`src/rtl/secreg_pkg.sv`:
```
package secreg_pkg;

  localparam logic [7:0] OP_WREN     = 8'h06;
  localparam logic [7:0] OP_SEC_ERASE = 8'h44;

  typedef enum logic [1:0] {
    FL_EMPTY = 2'd0,
    FL_ONE   = 2'd1,
    FL_MANY  = 2'd2
  } frame_len_t;

  typedef struct packed {
    logic arm_wel;
    logic go_erase;
  } cmd_act_t;

endpackage

```
`src/rtl/secreg_frame_tracker.sv`:
```
module secreg_frame_tracker
  import secreg_pkg::*;
#(
  parameter int BYTE_W = 8
) (
  input  logic              clk,
  input  logic              rst_n,
  input  logic              byte_vld,
  input  logic [BYTE_W-1:0] byte_in,
  input  logic              frame_end,
  output frame_len_t        len,
  output logic [BYTE_W-1:0] opcode
);

  frame_len_t        len_d;
  logic [BYTE_W-1:0] op_d;
  logic              op_en;

  // frame end wins over a coincident byte strobe
  always_comb begin
    len_d = len;
    op_d  = opcode;
    op_en = 1'b0;
    if (frame_end) begin
      len_d = FL_EMPTY;
    end else if (byte_vld) begin
      unique case (len)
        FL_EMPTY: begin
          len_d = FL_ONE;
          op_d  = byte_in;
          op_en = 1'b1;
        end
        FL_ONE:  len_d = FL_MANY;
        default: len_d = FL_MANY;
      endcase
    end
  end

  always_ff @(posedge clk or negedge rst_n) begin
    if (!rst_n) begin
      len    <= FL_EMPTY;
      opcode <= '0;
    end else begin
      len <= len_d;
      if (op_en) opcode <= op_d;
    end
  end

endmodule

```
`src/rtl/secreg_cmd_decide.sv`:
```
module secreg_cmd_decide
  import secreg_pkg::*;
#(
  parameter int BYTE_W = 8
) (
  input  frame_len_t        len,
  input  logic [BYTE_W-1:0] opcode,
  input  logic              frame_end,
  input  logic              wel,
  input  logic              busy,
  input  logic              lock,
  input  logic              lock_req,
  output cmd_act_t          act
);

  logic single_byte;
  logic is_wren;
  logic is_erase;

  always_comb begin
    single_byte  = frame_end && (len == FL_ONE) && !busy;
    is_wren      = (opcode == BYTE_W'(OP_WREN));
    is_erase     = (opcode == BYTE_W'(OP_SEC_ERASE));
    act.arm_wel  = single_byte && is_wren;
    act.go_erase = single_byte && is_erase && wel && !lock && !lock_req;
  end

endmodule

```
`src/rtl/secreg_erase_timer.sv`:
```
module secreg_erase_timer #(
  parameter int CYCLES = 40
) (
  input  logic clk,
  input  logic rst_n,
  input  logic load,
  output logic busy
);

  localparam int CW = (CYCLES > 1) ? $clog2(CYCLES) : 1;
  localparam logic [CW-1:0] LOAD_VAL = CW'(CYCLES - 1);

  logic [CW-1:0] cnt, cnt_d;
  logic          busy_d;
  logic          cnt_en;

  always_comb begin
    cnt_d  = cnt;
    busy_d = busy;
    cnt_en = 1'b0;
    if (load) begin
      cnt_d  = LOAD_VAL;
      busy_d = 1'b1;
      cnt_en = 1'b1;
    end else if (busy) begin
      if (cnt == '0) begin
        busy_d = 1'b0;
      end else begin
        cnt_d  = cnt - 1'b1;
        cnt_en = 1'b1;
      end
    end
  end

  always_ff @(posedge clk or negedge rst_n) begin
    if (!rst_n) begin
      cnt  <= '0;
      busy <= 1'b0;
    end else begin
      busy <= busy_d;
      if (cnt_en) cnt <= cnt_d;
    end
  end

endmodule

```
`src/rtl/secreg_status_regs.sv`:
```
module secreg_status_regs
  import secreg_pkg::*;
#(
  parameter int SEL_W = 2
) (
  input  logic             clk,
  input  logic             rst_n,
  input  cmd_act_t         act,
  input  logic             lock_req,
  input  logic [SEL_W-1:0] sel_in,
  output logic             wel,
  output logic             lock,
  output logic             start,
  output logic [SEL_W-1:0] sel_q
);

  logic wel_d, lock_d;

  always_comb begin
    wel_d  = wel;
    lock_d = lock | lock_req;
    if (act.go_erase)     wel_d = 1'b0;
    else if (act.arm_wel) wel_d = 1'b1;
  end

  always_ff @(posedge clk or negedge rst_n) begin
    if (!rst_n) begin
      wel   <= 1'b0;
      lock  <= 1'b0;
      start <= 1'b0;
      sel_q <= '0;
    end else begin
      wel   <= wel_d;
      lock  <= lock_d;
      start <= act.go_erase;
      if (act.go_erase) sel_q <= sel_in;
    end
  end

endmodule

```
`src/rtl/secreg_erase_ctrl.sv`:
```
module secreg_erase_ctrl
  import secreg_pkg::*;
#(
  parameter int NUM_REGS     = 4,
  parameter int ERASE_CYCLES = 40,
  localparam int SEL_W       = (NUM_REGS > 1) ? $clog2(NUM_REGS) : 1
) (
  input  logic             clk,
  input  logic             rst_n,
  input  logic             byte_vld,
  input  logic [7:0]       byte_in,
  input  logic             cs_rise,
  input  logic [SEL_W-1:0] reg_sel,
  input  logic             lock_req,
  output logic             wel,
  output logic             wip,
  output logic             lock,
  output logic             erase_start,
  output logic [SEL_W-1:0] erase_sel
);

  frame_len_t len;
  logic [7:0] opcode;
  cmd_act_t   act;

  secreg_frame_tracker #(.BYTE_W(8)) u_frame (
    .clk       (clk),
    .rst_n     (rst_n),
    .byte_vld  (byte_vld),
    .byte_in   (byte_in),
    .frame_end (cs_rise),
    .len       (len),
    .opcode    (opcode)
  );

  secreg_cmd_decide #(.BYTE_W(8)) u_decide (
    .len       (len),
    .opcode    (opcode),
    .frame_end (cs_rise),
    .wel       (wel),
    .busy      (wip),
    .lock      (lock),
    .lock_req  (lock_req),
    .act       (act)
  );

  secreg_erase_timer #(.CYCLES(ERASE_CYCLES)) u_timer (
    .clk   (clk),
    .rst_n (rst_n),
    .load  (act.go_erase),
    .busy  (wip)
  );

  secreg_status_regs #(.SEL_W(SEL_W)) u_status (
    .clk      (clk),
    .rst_n    (rst_n),
    .act      (act),
    .lock_req (lock_req),
    .sel_in   (reg_sel),
    .wel      (wel),
    .lock     (lock),
    .start    (erase_start),
    .sel_q    (erase_sel)
  );

endmodule

```
`config.mk`:
```
export PLATFORM = sky130hd
export DESIGN_NAME = secreg_erase_ctrl
export DESIGN_NICKNAME = d
export VERILOG_FILES = /design/src/rtl/secreg_pkg.sv /design/src/rtl/secreg_frame_tracker.sv /design/src/rtl/secreg_cmd_decide.sv /design/src/rtl/secreg_erase_timer.sv /design/src/rtl/secreg_status_regs.sv /design/src/rtl/secreg_erase_ctrl.sv
export SDC_FILE = /design/constraint.sdc
export NUM_CORES = 1
export LEC_CHECK = 0
export BUFFER_PORTS_ARGS = -buffer_cell sky130_fd_sc_hd__buf_2
export CAP_MARGIN = 20
export CELL_PAD_IN_SITES_DETAIL_PLACEMENT = 0
export CELL_PAD_IN_SITES_GLOBAL_PLACEMENT = 1
export CORE_MARGIN = 1.5
export CORE_UTILIZATION = 42
export CTS_CLUSTER_DIAMETER = 120
export DETAILED_ROUTE_END_ITERATION = 8
export PLACE_DENSITY = 0.82
export SYNTH_ARGS = -nofsm -noshare
export SYNTH_HDL_FRONTEND = slang
export SYNTH_HIERARCHICAL = 1
export SYNTH_SLANG_ARGS = --single-unit
```
`constraint.sdc`:
```
create_clock -name clk -period 3 [get_ports clk]
set_clock_uncertainty 0.2 [all_clocks]
set_input_delay 0.3 -clock clk [delete_from_list [all_inputs] [get_ports clk]]
set_output_delay 0.3 -clock clk [all_outputs]
set_load 0.05 [all_outputs]
```
---- Word level (Yosys, flattened, before mapping) ----
Cells that the tools add are included.
operators by class
  add/sub/neg operators ................... 1
  multipliers ............................. 0
  divide/modulo/power cells ............... 0
  order comparisons ....................... 0
  eq/ne operators ......................... 4
  shifts and indexed selects .............. 0
  mux-type cells .......................... 14
  bitwise gates (word level) .............. 2
  reduce and logical (&&, ||, !) cells .... 17
operators by type and width
  operator             count
  $mux 6               3
  $eq 8x3->1 const B   1
  $eq 8x7->1 const B   1
  $mux 1               8
  $logic_and 1x1->1    7
  $logic_not 6->1      1
  $mux 2               3
  $reduce_bool 2->1    3
  $sub 6x1->6 const B  1
  $reduce_and 4->1     1
  $logic_not 1->1      3
  $reduce_and 3->1     1
  $eq 2x1->1 const B   1
  $logic_not 2->1      1
  $ne 2x1->1 const B   1
  $not 1->1            1
  $or 1x1->1           1
storage, ports and cells
  register bits after elaboration ......... 22
  bits in latches ......................... 0
  memory bits (writable) .................. 0
  ROM bits ................................ 0
  memories ................................ 0

---- Logic depth before layout (Yosys ltp) ----
Gate-level depths: netlist of run 1.
  word-level depth ........................ 9
  gate-level depth with buffers ........... 6

---- Hierarchy ----
The synthesis of run 1 kept the hierarchy.
by module, submodules not included
  module                times used  cells an instance  area each (µm²)
  secreg_erase_timer    1           39                 399.1
  secreg_frame_tracker  1           24                 392.9
  secreg_status_regs    1           9                  163.9
  secreg_cmd_decide     1           7                  67.6

---- Worst setup path after synthesis of run 1 ----
No wires, ideal clock.
  path type ............................... register -> register
  from .................................... reg u_timer.busy
  to ...................................... reg u_timer.cnt[2]
  setup time .............................. 77 ps
  arrival time ............................ 2338 ps
  slack ................................... 385 ps
  cell stages (with the launch flop) ...... 7
  cells stage by stage .................... dfrtp_1 -> or4b_4 -> nor4_2 -> clkbuf_1 -> nand4b_1 -> o31ai_1 -> a21oi_1
RTL lines
  what                    RTL line                  RTL
  start, declared         secreg_erase_timer.sv:7   output logic busy
  start signal, assigned  secreg_erase_timer.sv:40  busy <= busy_d;
  end signal, assigned    secreg_erase_timer.sv:41  if (cnt_en) cnt <= cnt_d;
  end, declared           secreg_erase_timer.sv:13  logic [CW-1:0] cnt, cnt_d;

==> flow_metrics.env, run 1 <==
export IMPL_unrepaired_setup_endpoints_after_global_routing="no"
export IMPL_synth_unique_cells=29
export IMPL_clock_network_fraction_of_design_power_pct=28.4
export IMPL_final_nets=123
export IMPL_ant_nets=0
export IMPL_layout_commonest_cell="dfrtp_1"
export IMPL_signed_area_change_from_the_synthesized_netlist_to_the_final_layout_pct=19.1
export IMPL_regToRegStartpoint="u_timer/busy$_DFF_PN0_"
export IMPL_final_design_area_no_fill_mm2=0.00122
export IMPL_netSwitchingPower_mw=0.123
export IMPL_worstRegToRegCells=4
export IMPL_power_ir_vdd_worst_uv=329
export IMPL_clk_path_buf_depth=2
export IMPL_viasPerCell=5.19
export IMPL_total_leakage_power_nw=0.553
export IMPL_worst_endpoint_arrival_ns=2.17
export IMPL_insertedDiodeCount=0
export IMPL_crit_type="reg -> reg"
export IMPL_design_core_area_mm2=0.00225
export IMPL_slew_limit_headroom_pct=61.2
export IMPL_drtIter0Drc=15
export IMPL_grt_total_usage_pct=15.7
export IMPL_netlist_instances=79
export IMPL_critical_path_endpoint_type="flip-flop"
export IMPL_synth_yosys_seq_area_share_pct=53.8
export IMPL_timing_worst_slew_pin_value_ns=0.580
export IMPL_worst_path_max_delay_cell="or4b_4"
export IMPL_chipHeight_um=52.4
export IMPL_placement_cell_area_mm2=0.00116
export IMPL_synth_xor_area_share_pct=0
export IMPL_power_density_mw_per_mm2=456
export IMPL_first_global_vias=720
export IMPL_placement_io_buffers=20
export IMPL_timing_final_crit_share_pct=72.5
export IMPL_ys_warnings_count=6
export IMPL_yosys_area_share_simple_pct=20.4
export IMPL_global_route_wire_length_before_repair_um=3120
export IMPL_seq_power_share_pct=61.2
export IMPL_clock_sinks=22
export IMPL_routed_via_count=690
export IMPL_finalPower_mw=0.555
export IMPL_post_place_cells=127
export IMPL_report_final_setup_viol=0
export IMPL_cp_required_ns=3.00
export IMPL_detail_route_drc_violations=0
export IMPL_startpoint="u_timer/busy$_DFF_PN0_"
export IMPL_clk_insertion_delay_late_ns=0.30
export IMPL_synthesis_nets=96
export IMPL_synth_seq_cells=22
export IMPL_final_estimated_routing_congestion_in_global_placement=0.771
export IMPL_final_cell_count_no_fill=133
export IMPL_worst_r2r_setup_slack_ns=0.83
export IMPL_p_int_mw=0.432
export IMPL_max_stage_delay_ns=0.55
export IMPL_die_area_mm2=0.00274
export IMPL_synth_top_cells_by_area="dfrtp_1 (54%), mux2_2 (11%), mux2i_1 (2.9%)"
export IMPL_hold_critical_path_depth=2
export IMPL_hp_class="in -> reg"
export IMPL_synth_compound_area_share_pct=7.95
export IMPL_finalMaxSlewViolations=0
export IMPL_crit_chain="or4b_4, nor4_2, buf_4, mux2_2"
export IMPL_combinational_family_with_the_most_area_after_synthesis="simple AND/OR/NAND/NOR gates"
export IMPL_root_buffer="clkbuf_4"
export IMPL_final_hold_violation_count=0
export IMPL_switching_share_pct=22.2
export IMPL_floorplan_rows=17
export IMPL_finalCriticalPeriod_ns=2.17
export IMPL_synth_largest_area_cell="dfrtp_1"
export IMPL_drv_max_cap_violation_count=0
export IMPL_layout_drive_gt1_share_pct=41.9
export IMPL_hpwlAfterDp_um=1300
export IMPL_final_setup_tns_ns=0
export IMPL_global_route_overflow_total=0
export IMPL_fmax_ghz=0.460
export IMPL_synth_top_cell_area_share_pct=53.8
export IMPL_worstReg2RegEnd="u_status/sel_q[1]$_DFFE_PN0P_"
export IMPL_cts_htree_levels=1
export IMPL_antenna_found_initial=0
export IMPL_initial_cell_density_of_the_core_pct=45.4
export IMPL_die_width_um=52.4
export IMPL_status="complete, no violations"
export IMPL_critPathMaxFanout=17
export IMPL_drt_pass1_iter_count=4
export IMPL_post_synth_fa_ha_maj_area_fraction_pct=2.44
export IMPL_grt_max_degree=23
export IMPL_clk_pin_slew_worst_paths_ns=0.12
export IMPL_combinational_power_share_pct=10.4
export IMPL_synth_area_mm2=0.00102
export IMPL_critPathLaunchType="flip-flop"
export IMPL_final_cell_mix="dfrtp_1 (22), buf_2 (20), mux2_2 (10)"
export IMPL_ios=21
export IMPL_wl_final_um=1750
export IMPL_holdPathEnd="u_frame/len[0]$_DFFE_PN0P_"
export IMPL_cts_buffers_inserted=3
export IMPL_cts_tree="yes"
export IMPL_synth_mux_area_fraction_pct=13.9
export IMPL_post_synth_cell_area_avg_um2=13.0
export IMPL_hp_start="cs_rise"
export IMPL_detail_route_wl_per_cell_um=13.2
[worst max-delay path by stage]
stage | to | cells after the start
finish | u_status/sel_q[1]$_DFFE_PN0P_ | 4
global route | u_status/sel_q[1]$_DFFE_PN0P_ | 4
CTS | u_status/sel_q[1]$_DFFE_PN0P_ | 4
detailed placement | u_status/sel_q[1]$_DFFE_PN0P_ | 4
global placement | u_status/sel_q[0]$_DFFE_PN0P_ | 4
floorplan | u_timer/cnt[2]$_DFFE_PN0P_ | 6
[what timing repair did]
action	4_1_cts	5_1_grt
buffers inserted	0	0
hold endpoints to repair	23	0
gates resized for setup	0	0
endpoints found under the setup margin	0	0
hold buffers	2	0
[synth_stat cells]
cell type,count
a21bo_2,1
nand3_1,1
or4b_4,2
nor4_2,1
nor3_1,2
ha_1,2
nand2b_1,2
a211oi_1,1
or3b_2,1
or4_1,1
or2_2,1
nand4bb_1,1
dfrtp_1,22
or4b_1,1
nor2b_1,4
mux2_2,10
mux2i_1,3
nand3b_1,1
a41o_1,1
nand4b_1,1
nand4_1,1
o31ai_1,1
inv_1,3
a21oi_1,4
nor4b_4,1
clkbuf_1,1
o21ai_4,1
o21ba_2,1
nor2_1,7
[kinds of logic (layout without fill, tap and decap cells)]
group | after synthesis | after routing
adders and majority gates | 2 | 2
AOI/OAI and AO/OA | 10 | 10
muxes | 13 | 13
buffers and inverters | 4 | 30
DFF | 22 | 22
and+or+nand+nor | 28 | 28
[sequential cells by signal, indices dropped and copies added (netlist names)]
register / flops
u_frame/len: 2
u_timer/busy: 1
u_timer/cnt: 6
u_status/sel_q: 2
u_status/start: 1
u_status/lock: 1
u_status/wel: 1
u_frame/opcode: 8
[routing by layer]
metal	GRT usage, %	share of wire, %	wire [um]
met3	3.71	3.1	54
met2	26.5	50	868
met5	0	0	0
met4	5.98	0	0
met1	19.2	47	829
[stage by stage]
stage	hold slack [ns]	util [%]	setup WS, ns
finish	0.0200	54.1	0.825
global route	0.000984	54.1	0.745
CTS	0.0106	54.1	0.816
detailed placement	0.0922	51.6	0.828
global placement	0.0897	51.6	0.883
floorplan	-0.196	-	0.385
[critical path, delay by kind of cell (launching register included)]
family	cells	cell delay [ns]
muxes	1	0.35
and+or+nand+nor	2	0.81
DFF	1	0.47
buffers and inverters	1	0.24
[power by group through the flow]
stage          sequential [mW]  clock, mW  combinational, mW
2_1_floorplan            0.339          0             0.0360
3_3_place_gp             0.343          0             0.0545
3_5_place_dp             0.345          0             0.0566
4_1_cts                  0.340      0.165             0.0590
5_1_grt                  0.344      0.176             0.0633
6_report                 0.340      0.158             0.0576
[cell type report]
type / count / area [um^2]
fill: 221 / 1040
timing repair buffer: 23 / 128
inverter: 3 / 11.3
tap: 28 / 35.0
multi-input combinational: 53 / 458
sequential: 22 / 551
clock buffer: 4 / 36.3
Power figures use the tool's default switching activity.
==> run 2: changes to the inputs <==
--- a/config.mk
+++ b/config.mk
@@ -5,15 +5,16 @@
 export SDC_FILE = /design/constraint.sdc
 export NUM_CORES = 1
 export LEC_CHECK = 0
+export ABC_AREA = 1
 export BUFFER_PORTS_ARGS = -buffer_cell sky130_fd_sc_hd__buf_2
 export CAP_MARGIN = 20
 export CELL_PAD_IN_SITES_DETAIL_PLACEMENT = 0
 export CELL_PAD_IN_SITES_GLOBAL_PLACEMENT = 1
 export CORE_MARGIN = 1.5
-export CORE_UTILIZATION = 42
+export CORE_UTILIZATION = 35
 export CTS_CLUSTER_DIAMETER = 120
 export DETAILED_ROUTE_END_ITERATION = 8
-export PLACE_DENSITY = 0.82
+export PLACE_DENSITY = 0.77
 export SYNTH_ARGS = -nofsm -noshare
 export SYNTH_HDL_FRONTEND = slang
 export SYNTH_HIERARCHICAL = 1
==> constraint.sdc (replaced) <==
create_clock -name clk -period 1.8 [get_ports clk]
set_clock_uncertainty 0.2 [all_clocks]
set_input_delay 0.18 -clock clk [delete_from_list [all_inputs] [get_ports clk]]
set_output_delay 0.18 -clock clk [all_outputs]
set_load 0.05 [all_outputs]
==> run 2 against run 1 <==
Compared with the run above:
- first-iteration DRC count increased to 2.5 times the previous value
- critical endpoint is now u_timer/cnt[3]$_DFFE_PN0P_
- setup slack lost 0.65 ns
- clock-buffer cell count fell by 1
- die area is 30% higher
- sequential share of layout area fell by 8.6 points
- design area up 24%
==> flow_metrics.env, run 2 <==
export IMPL_final_nets=197
export IMPL_layout_commonest_cell="nand2_1"
export IMPL_final_hold_violation_count=0
export IMPL_initial_cell_density_of_the_core_pct=36.9
export IMPL_netlist_instances=138
export IMPL_layout_drive_gt1_share_pct=25.1
export IMPL_final_setup_tns_ns=0
export IMPL_die_area_mm2=0.00357
export IMPL_synth_top_cells_by_area="dfrtp_1 (49%), nand2_1 (15%), nand3_1 (7.5%)"
export IMPL_synthesis_nets=155
export IMPL_wl_met2_um=1080
export IMPL_ios=21
export IMPL_routed_via_count=957
export IMPL_slew_limit_headroom_pct=67.6
export IMPL_grt_max_degree=23
export IMPL_seq_power_share_pct=51.5
export IMPL_worst_endpoint_arrival_ns=1.68
export IMPL_final_cell_mix="nand2_1 (46), buf_2 (20), dfrtp_1 (20)"
export IMPL_finalMaxSlewViolations=0
export IMPL_detail_route_wl_per_cell_um=9.90
export IMPL_drtIter0Drc=38
export IMPL_synth_top_cell_area_share_pct=48.8
export IMPL_crit_type="in -> reg"
export IMPL_ys_warnings_count=6
export IMPL_clk_pin_slew_worst_paths_ns=0.13
export IMPL_synth_area_mm2=0.00113
export IMPL_floorplan_rows=20
export IMPL_global_route_overflow_total=0
export IMPL_timing_final_crit_share_pct=90.3
export IMPL_power_ir_vdd_worst_uv=332
export IMPL_synth_seq_cells=22
export IMPL_viasPerCell=4.29
export IMPL_total_leakage_power_nw=0.808
export IMPL_reg_top3="u_frame/opcode x8, u_timer/cnt x6"
export IMPL_synthMostInstantiatedCell="nand2_1"
export IMPL_largest_register_ffs=8
export IMPL_cts_tree="yes"
export IMPL_clk_insertion_delay_late_ns=0.31
export IMPL_hpwlAfterDp_um=1540
export IMPL_drv_max_cap_violation_count=0
export IMPL_timing_worst_slew_pin_value_ns=0.486
export IMPL_finalPower_mw=1.09
export IMPL_critical_path_endpoint_type="flip-flop"
export IMPL_ys_dominant_reg_cell="dfrtp_1"
export IMPL_synth_largest_area_cell="dfrtp_1"
export IMPL_placement_cell_area_mm2=0.00131
export IMPL_first_global_vias=910
export IMPL_final_design_area_no_fill_mm2=0.00151
export IMPL_status="complete, no violations"
export IMPL_combinational_power_share_pct=13.5
export IMPL_detail_route_drc_violations=0
export IMPL_cts_htree_levels=1
export IMPL_m1WireLength_um=1030
export IMPL_met3_length_um=76
export IMPL_global_route_wire_length_before_repair_um=3680
export IMPL_power_density_mw_per_mm2=720
export IMPL_insertedDiodeCount=0
export IMPL_ffs_w_async_s_r_synth_pct=100
export IMPL_switching_share_pct=23.8
export IMPL_hp_class="in -> async"
export IMPL_clock_sinks=22
export IMPL_netSwitchingPower_mw=0.258
export IMPL_fmax_ghz=0.615
export IMPL_synth_enable_flop_cells=0
export IMPL_antenna_found_initial=0
export IMPL_p_int_mw=0.829
export IMPL_placement_io_buffers=20
export IMPL_critPathLaunchType="input port"
export IMPL_cts_repair_resize_count=0
export IMPL_cts_buffers_inserted=3
export IMPL_root_buffer="clkbuf_4"
export IMPL_unrepaired_setup_endpoints_after_global_routing="no"
export IMPL_die_width_um=59.8
export IMPL_clk_path_buf_depth=2
export IMPL_finalCriticalPeriod_ns=1.63
export IMPL_max_flop_register="u_frame/opcode"
export IMPL_synth_yosys_seq_area_share_pct=48.8
export IMPL_grt_total_usage_pct=13.6
export IMPL_synth_unique_cells=19
export IMPL_final_estimated_routing_congestion_in_global_placement=0.798
export IMPL_clock_network_fraction_of_design_power_pct=35.0
export IMPL_layout_filler_cells=306
export IMPL_cp_required_ns=1.86
export IMPL_ant_nets=0
export IMPL_chipHeight_um=59.8
export IMPL_critPathMaxFanout=6
export IMPL_synthTopCellsByCount="nand2_1 (46), dfrtp_1 (22), nand3_1 (17), inv_1 (15), nor2_1 (13)"
export IMPL_holdWs_ns=0.151
export IMPL_report_final_setup_viol=0
export IMPL_signed_area_change_from_the_synthesized_netlist_to_the_final_layout_pct=34.0
export IMPL_design_core_area_mm2=0.00305
export IMPL_top_signal_layer_used="met4"
export IMPL_drt_pass1_iter_count=4
export IMPL_post_synth_cell_area_avg_um2=8.17
export IMPL_wl_final_um=2210
==> run 2: cell types whose count changed in the layout (fill, tap and decap cells not counted), moves of 4 or more <==
cell | previous run | this run
nor2b_1 | 4 | 0
nand3_1 | 1 | 17
inv_1 | 3 | 15
nor2_1 | 7 | 12
mux2_2 | 10 | 0
nand2_1 | 0 | 46
dlygate4sd3_1 | 2 | 15
==> run 2: timing repair <==
item                      in CTS  in global routing
hold endpoints to repair      35                  0
hold buffers                  15                  0
setup buffers                  0                  0
==> run 2: cells by family (layout without fill, tap and decap cells) <==
family | after synthesis | after routing | share of synthesized area, %
AND/OR/NAND/NOR | 89 | 89 | 38.8
flip-flops | 22 | 22 | 48.8
buffers and inverters | 19 | 60 | 6.44
AO/OA/AOI/OAI | 6 | 6 | 3.66
adder cells (fa/ha/maj) | 2 | 2 | 2.22
==> run 2: metal layers <==
metal | global-route usage, % | vias up
met1 | 16.4 | 421
met4 | 5.08 | 0
met5 | 0 | -
li1 | - | 509
met3 | 2.81 | 4
met2 | 23.6 | 23
==> run 2: worst paths after layout <==
kind / start / to / slack [ns] / depth (start not counted)
setup / recovery: cs_rise / u_timer/cnt[3]$_DFFE_PN0P_ / 0.17 / 10
hold / removal: rst_n / u_status/start$_DFF_PN0_ / 0.15 / 2
setup reg to reg: u_frame/len[1]$_DFFE_PN0P_ / u_timer/cnt[3]$_DFFE_PN0P_ / 0.24 / 9
hold reg to reg: u_status/sel_q[1]$_DFFE_PN0P_ / u_status/sel_q[1]$_DFFE_PN0P_ / 0.28 / 2
max in group asynchronous: rst_n / u_status/wel$_DFFE_PN0P_ / 0.90 / 2
min in group clk: u_status/sel_q[1]$_DFFE_PN0P_ / u_status/sel_q[1]$_DFFE_PN0P_ / 0.28 / 2
==> run 2: layout make-up <==
cell class / instances / area [um^2] / share of cell area [%]
multi-input combinational: 97 / 512 / 33.9
sequential: 22 / 553 / 36.6
clock inverter: 1 / 30.0 / 1.99
timing repair buffer: 37 / 265 / 17.6
tap: 44 / 55.1 / 3.65
clock buffer: 3 / 22.5 / 1.49
inverter: 19 / 72.6 / 4.81
==> run 2: power by group through the flow <==
stage	clock [mW]	sequential [mW]	combinational (mW)
floorplan	0	0.565	0.0829
global placement	0	0.569	0.121
detailed placement	0	0.570	0.123
CTS	0.390	0.560	0.149
global route	0.417	0.565	0.164
finish	0.380	0.560	0.147
==> run 2: stage by stage <==
stage          cells  setup WS [ns]  util, %
6_report         223          0.174     49.5
5_1_grt          223         0.0460     49.5
4_1_cts          223          0.153     49.5
3_5_place_dp     204          0.236     42.8
3_3_place_gp     204          0.240     42.8
2_1_floorplan    138         0.0917        -
==> run 2: worst max-delay path, cell delays in order <==
cell,delay (ns)
dlygate4sd3_1,0.52
buf_2,0.18
nand2_1,0.07
nor2_1,0.09
nand2_1,0.11
nor2_4,0.16
clkinv_2,0.15
nand2_4,0.12
nand2_1,0.06
nand2_1,0.06
